### src/rtl/qps_pkg.sv
package qps_pkg;
  // Number of phases in one instruction cycle.
  localparam int unsigned QPS_PHASES = 4;
  localparam int unsigned QPS_PW     = $clog2(QPS_PHASES);

  // Phase indices into the one-hot vector.
  typedef enum logic [QPS_PW-1:0] {
    PH_DECODE  = 2'd0,
    PH_READ    = 2'd1,
    PH_PROCESS = 2'd2,
    PH_WRITE   = 2'd3
  } qps_phase_e;
endpackage

### src/rtl/qps_phase_ring.sv
// One-hot ring: one token walks through NUM_PHASES positions, one per clock.
module qps_phase_ring #(
  parameter int unsigned NUM_PHASES = 4
) (
  input  logic                  clk,
  input  logic                  rst_n,
  output logic [NUM_PHASES-1:0] phase_o,
  output logic                  first_o,
  output logic                  last_o
);
  localparam int unsigned LAST = NUM_PHASES - 1;
  localparam logic [NUM_PHASES-1:0] START = {{(NUM_PHASES-1){1'b0}}, 1'b1};

  logic [NUM_PHASES-1:0] ring_q;

  always_ff @(posedge clk or negedge rst_n) begin
    if (!rst_n) ring_q <= START;
    else        ring_q <= {ring_q[LAST-1:0], ring_q[LAST]};
  end

  assign phase_o = ring_q;
  assign first_o = ring_q[0];
  assign last_o  = ring_q[LAST];
endmodule

### src/rtl/qps_squash_ctl.sv
// Samples skip/branch at the end of the last phase; a squashed cycle
// cannot request another squash.
module qps_squash_ctl (
  input  logic clk,
  input  logic rst_n,
  input  logic cycle_end_i,
  input  logic skip_i,
  input  logic branch_i,
  output logic squash_o
);
  logic squash_q;
  logic request;

  assign request = skip_i | branch_i;

  always_ff @(posedge clk or negedge rst_n) begin
    if (!rst_n)           squash_q <= 1'b0;
    else if (cycle_end_i) squash_q <= request & ~squash_q;
  end

  assign squash_o = squash_q;
endmodule

### src/rtl/qps_enable_gate.sv
// Per-phase enables, blocked for the whole of a squashed cycle.
module qps_enable_gate #(
  parameter int unsigned NUM_PHASES = 4
) (
  input  logic [NUM_PHASES-1:0] phase_i,
  input  logic                  squash_i,
  output logic [NUM_PHASES-1:0] en_o
);
  for (genvar g = 0; g < NUM_PHASES; g++) begin : g_en
    assign en_o[g] = phase_i[g] & ~squash_i;
  end
endmodule

### src/rtl/quad_phase_seq.sv
module quad_phase_seq
  import qps_pkg::*;
(
  input  logic                  clk,
  input  logic                  rst_n,
  input  logic                  skip_taken_i,
  input  logic                  branch_i,
  output logic [QPS_PHASES-1:0] phase_o,
  output logic                  decode_en_o,
  output logic                  read_en_o,
  output logic                  process_en_o,
  output logic                  write_en_o,
  output logic                  cyc_strobe_o,
  output logic                  squash_o
);
  logic [QPS_PHASES-1:0] phase;
  logic [QPS_PHASES-1:0] en;
  logic                  first_ph;
  logic                  last_ph;
  logic                  squash;

  qps_phase_ring #(.NUM_PHASES(QPS_PHASES)) u_ring (
    .clk     (clk),
    .rst_n   (rst_n),
    .phase_o (phase),
    .first_o (first_ph),
    .last_o  (last_ph)
  );

  qps_squash_ctl u_squash (
    .clk         (clk),
    .rst_n       (rst_n),
    .cycle_end_i (last_ph),
    .skip_i      (skip_taken_i),
    .branch_i    (branch_i),
    .squash_o    (squash)
  );

  qps_enable_gate #(.NUM_PHASES(QPS_PHASES)) u_gate (
    .phase_i  (phase),
    .squash_i (squash),
    .en_o     (en)
  );

  logic unused_first;
  assign unused_first = first_ph;

  assign phase_o      = phase;
  assign decode_en_o  = en[PH_DECODE];
  assign read_en_o    = en[PH_READ];
  assign process_en_o = en[PH_PROCESS];
  assign write_en_o   = en[PH_WRITE];
  assign cyc_strobe_o = last_ph;
  assign squash_o     = squash;
endmodule

### config.mk
export PLATFORM = sky130hd
export DESIGN_NAME = quad_phase_seq
export DESIGN_NICKNAME = d
export VERILOG_FILES = /design/src/rtl/qps_pkg.sv /design/src/rtl/qps_phase_ring.sv /design/src/rtl/qps_squash_ctl.sv /design/src/rtl/qps_enable_gate.sv /design/src/rtl/quad_phase_seq.sv
export SDC_FILE = /design/constraint.sdc
export NUM_CORES = 1
export LEC_CHECK = 0
export BUFFER_PORTS_ARGS = -buffer_cell sky130_fd_sc_hd__buf_2
export CORE_AREA = 2 2 39 41
export CTS_CLUSTER_SIZE = 24
export DETAILED_ROUTE_END_ITERATION = 16
export DIE_AREA = 0 0 41 43
export SKIP_LAST_GASP = 1
export SLEW_MARGIN = 0
export SYNTH_ARGS = -nofsm -noshare
export SYNTH_HDL_FRONTEND = slang
export SYNTH_SLANG_ARGS = --single-unit
### constraint.sdc
create_clock -name clk -period 2.6 [get_ports clk]
set_clock_uncertainty 0.05 [all_clocks]
set_input_delay 0.52 -clock clk [delete_from_list [all_inputs] [get_ports clk]]
set_output_delay 0.52 -clock clk [all_outputs]
set_load 0.005 [all_outputs]
### After elaboration in Yosys (flattened, before gate mapping)

Cells that the tools add are included.
W data, S select, Z words.

* register bits: 5
* output and inout port bits: 10
* logic and storage cells: 9
* bits of input ports: 4

* bitwise gates (word level): 7

Operators by type and width (number)
* $and A1 B1 Y1: 5
* $not A1 Y1: 1
* $or A1 B1 Y1: 1

### Depth between registers and ports, before layout

* depth after elaboration: 2
* mapped depth: 2

### By module

Synthesis repeated with hierarchy kept, for this count alone.

* cell total of the unflattened synthesis: 15
* area, all modules: 187.7 µm²

Modules (own cells, without submodules)
* qps_phase_ring: cells an instance 6, instances 1, area an instance 116.4 µm²
* qps_squash_ctl: cells an instance 5, instances 1, area an instance 46.3 µm²
* qps_enable_gate: cells an instance 4, instances 1, area an instance 25.0 µm²

### Least setup slack after synthesis

OpenSTA, ideal clock, no wires.

* kind: flip-flop to output port
* start point: register u_ring.ring_q[0] (netlist: u_ring.phase_o[0])
* end point: output port decode_en_o
* data arrival time: 0.654 ns
* cell stages (with the launch flop): 2
* slack: 1.376 ns
* path buffers: 0
* required time: 2.030 ns
* path through: dfstp_2 > nor2b_1

* cells in the longest elaborated chain, start to end: 1

Ends and longest elaborated chain
* start, declared: line qps_phase_ring.sv:14 `logic [NUM_PHASES-1:0] ring_q;`
* start signal, assigned: line qps_phase_ring.sv:18 `else ring_q <= {ring_q[LAST-1:0], ring_q[LAST]};`
* $and A1 B1 Y1: line qps_enable_gate.sv:10 `assign en_o[g] = phase_i[g] & ~squash_i;`
* end, declared: line quad_phase_seq.sv:9 `output logic decode_en_o,`

No other way between the ends.

### Worst setup path in the final report

Ends and elaborated chain as after synthesis.

==> summary.json <==
{
  "floorplan": {
    "initial_utilization": 0.135,
    "io_pins": 14,
    "die_width_um": 41,
    "chip_height_um": 43,
    "core-area_um2": 1380,
    "die_area_um2": 1760,
    "rows": 14
  },
  "critical_path": {
    "cp_data_required_time_ns": 2.03,
    "max_stage_delay_ns": 0.53,
    "reg2regPathDepth": 2,
    "timing.setup.critical_path_class": "reg2out",
    "crit-reg2reg-launch": "u_ring.phase_o[3]",
    "r2r_end": "u_squash.squash_o",
    "crit_path_end_kind": "output port",
    "crit_path_cell_trace": "nor2b_1 -> buf_2",
    "cp_slowest_cell": "sky130_fd_sc_hd__dfstp_2",
    "critPathLaunchType": "register",
    "regToRegSetupSlack_ns": 1.72,
    "biggest_fanout_along_the_worst_timing_path": 3,
    "worst-endpoint-arrival_ns": 1.00
  },
  "placement": {
    "gp_routability_congestion": 0.548,
    "placed_area_um2": 256,
    "numPortBuffers": 13,
    "dp_hpwl_um": 304
  },
  "global_routing": {
    "gr-usage-all-layers": 0.0535,
    "grt_max_degree": 7,
    "globalRouteOverflowTotal": 0,
    "first_global_vias": 119,
    "grt_pass1_wl_um": 489,
    "antenna_found_initial": 0
  },
  "sta": {
    "timing.setup.tns_ns": 0,
    "max_clock_freq_ghz": 0.637,
    "hold_ws_ns": 0.0336,
    "rsz_0062_raised_after_global_routing": "no",
    "timing_worst_slew_pin_value_ns": 0.164,
    "final.period_utilization": 0.604,
    "timing.max_slew.rel_slack": 0.891,
    "setup_viol_count_final": 0,
    "period_needed_ns": 1.57,
    "finalHoldViolations": 0,
    "slew_viol_final": 0
  },
  "detailed_routing": {
    "drc_errors": 0,
    "dr.pass1.iters": 2,
    "vias_after_detailed_routing": 156,
    "antenna_violating_nets_post_route": 0,
    "drt-initial-drc-count": 1,
    "vias_per_cell": 3.47,
    "detail_route.wl_per_cell_um": 8.22,
    "routed_wl_um": 370
  },
  "cts": {
    "cts_tree": "built",
    "post_cts_buffers": 0,
    "numCtsBuffers": 3,
    "cts_hold_repair.buffers": 0,
    "clock_insertion_delay_worst_skew_ns": 0.24,
    "htree_levels": 1,
    "cts_max_path_buffers": 2,
    "clock-root-buffer": "sky130_fd_sc_hd__clkbuf_4",
    "clk_pin_slew_worst_paths_ns": 0.04,
    "tritoncts_num_sinks": 5,
    "post_cts_resize_count": 0
  },
  "power_and_ir_drop": {
    "finalPower_uw": 168,
    "cellLeakagePower_nw": 0.182,
    "ir_worst_vdd_mv": 0.114,
    "power.density_nw_per_um2": 595
  },
  "finish": {
    "layout.core_utilization": 0.204,
    "fin_nets": 34,
    "areaGrowthSynthToFinish_pct": 51.7,
    "commonest_non_fill_non_tap_cell_in_the_layout": "sky130_fd_sc_hd__buf_2",
    "final_area_um2": 283,
    "antenna_cells_inserted": 0,
    "drive_above_1_share": 0.586,
    "layout_common_cells": "sky130_fd_sc_hd__buf_2, sky130_fd_sc_hd__nor2b_1, sky130_fd_sc_hd__dfrtp_1"
  },
  "job": {
    "drv.max_cap_violation_count": 0
  },
  "synth": {
    "post-synth-top-area-cell": "sky130_fd_sc_hd__dfrtp_1",
    "yosys_warnings": 0,
    "avgSynthCellArea_um2": 13.3,
    "fraction_of_synthesized_cell_area_taken_by_the_top_area_cell_type": 0.537,
    "synth.top_cells.by_area": "sky130_fd_sc_hd__dfrtp_1, sky130_fd_sc_hd__nor2b_1, sky130_fd_sc_hd__dfstp_2, sky130_fd_sc_hd__buf_4, sky130_fd_sc_hd__a21o_1",
    "synthesis.nets": 18,
    "register_area_share_after_synthesis": 0.678,
    "netlist_area_um2": 186,
    "yosysUniqueCellTypes": 6,
    "ys_seq_elements": 5,
    "synth_cells": 14
  },
  "hold_path": {
    "hold_class": "in2async"
  },
  "outcome": {
    "run_status": "finished, final reports clean"
  }
}
## Yosys cell counts
master / count
sky130_fd_sc_hd__nor2b_1: 5
sky130_fd_sc_hd__buf_4: 2
sky130_fd_sc_hd__a21o_1: 1
sky130_fd_sc_hd__or2_0: 1
sky130_fd_sc_hd__dfstp_2: 1
sky130_fd_sc_hd__dfrtp_1: 4
## final cells by class
type                            count  area, um2
Tap cell                           16       20.0
Multi-Input combinational cell      7       45.0
Timing Repair Buffer               13       65.1
Fill cell                         161       1100
Sequential cell                     5        126
Clock buffer                        4       26.3
## registers in the layout, indices dropped and copies added (netlist names)
register	cells
u_ring.phase_o	4
u_squash.squash_o	1
## kinds of logic (layout without fill, tap and decap cells)
group,count (synthesis),after routing,share of synthesized area
simple gates,6,6,0.201
buf+inv,2,17,0.0805
compound gates,1,1,0.0403
flops,5,5,0.678
## report_power, final
group,internal [mW],total (mW),switching [mW],leakage (nW)
registers,0.0782,0.0782,0,0.0662
clock network,0.0578,0.0863,0.0285,0.0150
logic,0.00188,0.00370,0.00182,0.100
total,0.138,0.168,0.0303,0.182
## worst max-delay path by stage
| stage | slack (ns) | startpoint | end |
|---|---|---|---|
| detailed placement | 1.27 | u_ring.phase_o[0] | decode_en_o |
| finish | 1.03 | u_ring.phase_o[0] | decode_en_o |
| global placement | 1.27 | u_ring.phase_o[0] | decode_en_o |
| global route | 0.91 | u_ring.phase_o[0] | decode_en_o |
| floorplan | 1.38 | u_ring.phase_o[0] | decode_en_o |
| CTS | 1.01 | u_ring.phase_o[0] | decode_en_o |
## worst max-delay path, delay by kind of cell, from the launching register on
family / cells / cell delay [ns]
buffers and inverters: 1 / 0.12
and+or+nand+nor: 1 / 0.12
DFF: 1 / 0.53
## per-layer routing
metal / up-vias / track usage / wire length, um
li1: 72 / - / -
met1: 64 / 0.0490 / 152
met2: 16 / 0.0531 / 108
met3: 4 / 0.0471 / 84
met4: 0 / 0.0800 / 25
met5: - / 0 / 0
## per-stage QoR
| step | instances | worst slack (ns) |
|---|---|---|
| floorplan | 14 | 1.38 |
| global placement | 41 | 1.27 |
| detailed placement | 41 | 1.27 |
| CTS | 45 | 1.01 |
| global route | 45 | 0.914 |
| finish | 45 | 1.03 |
No activity file was read; power rests on OpenSTA's default activity.
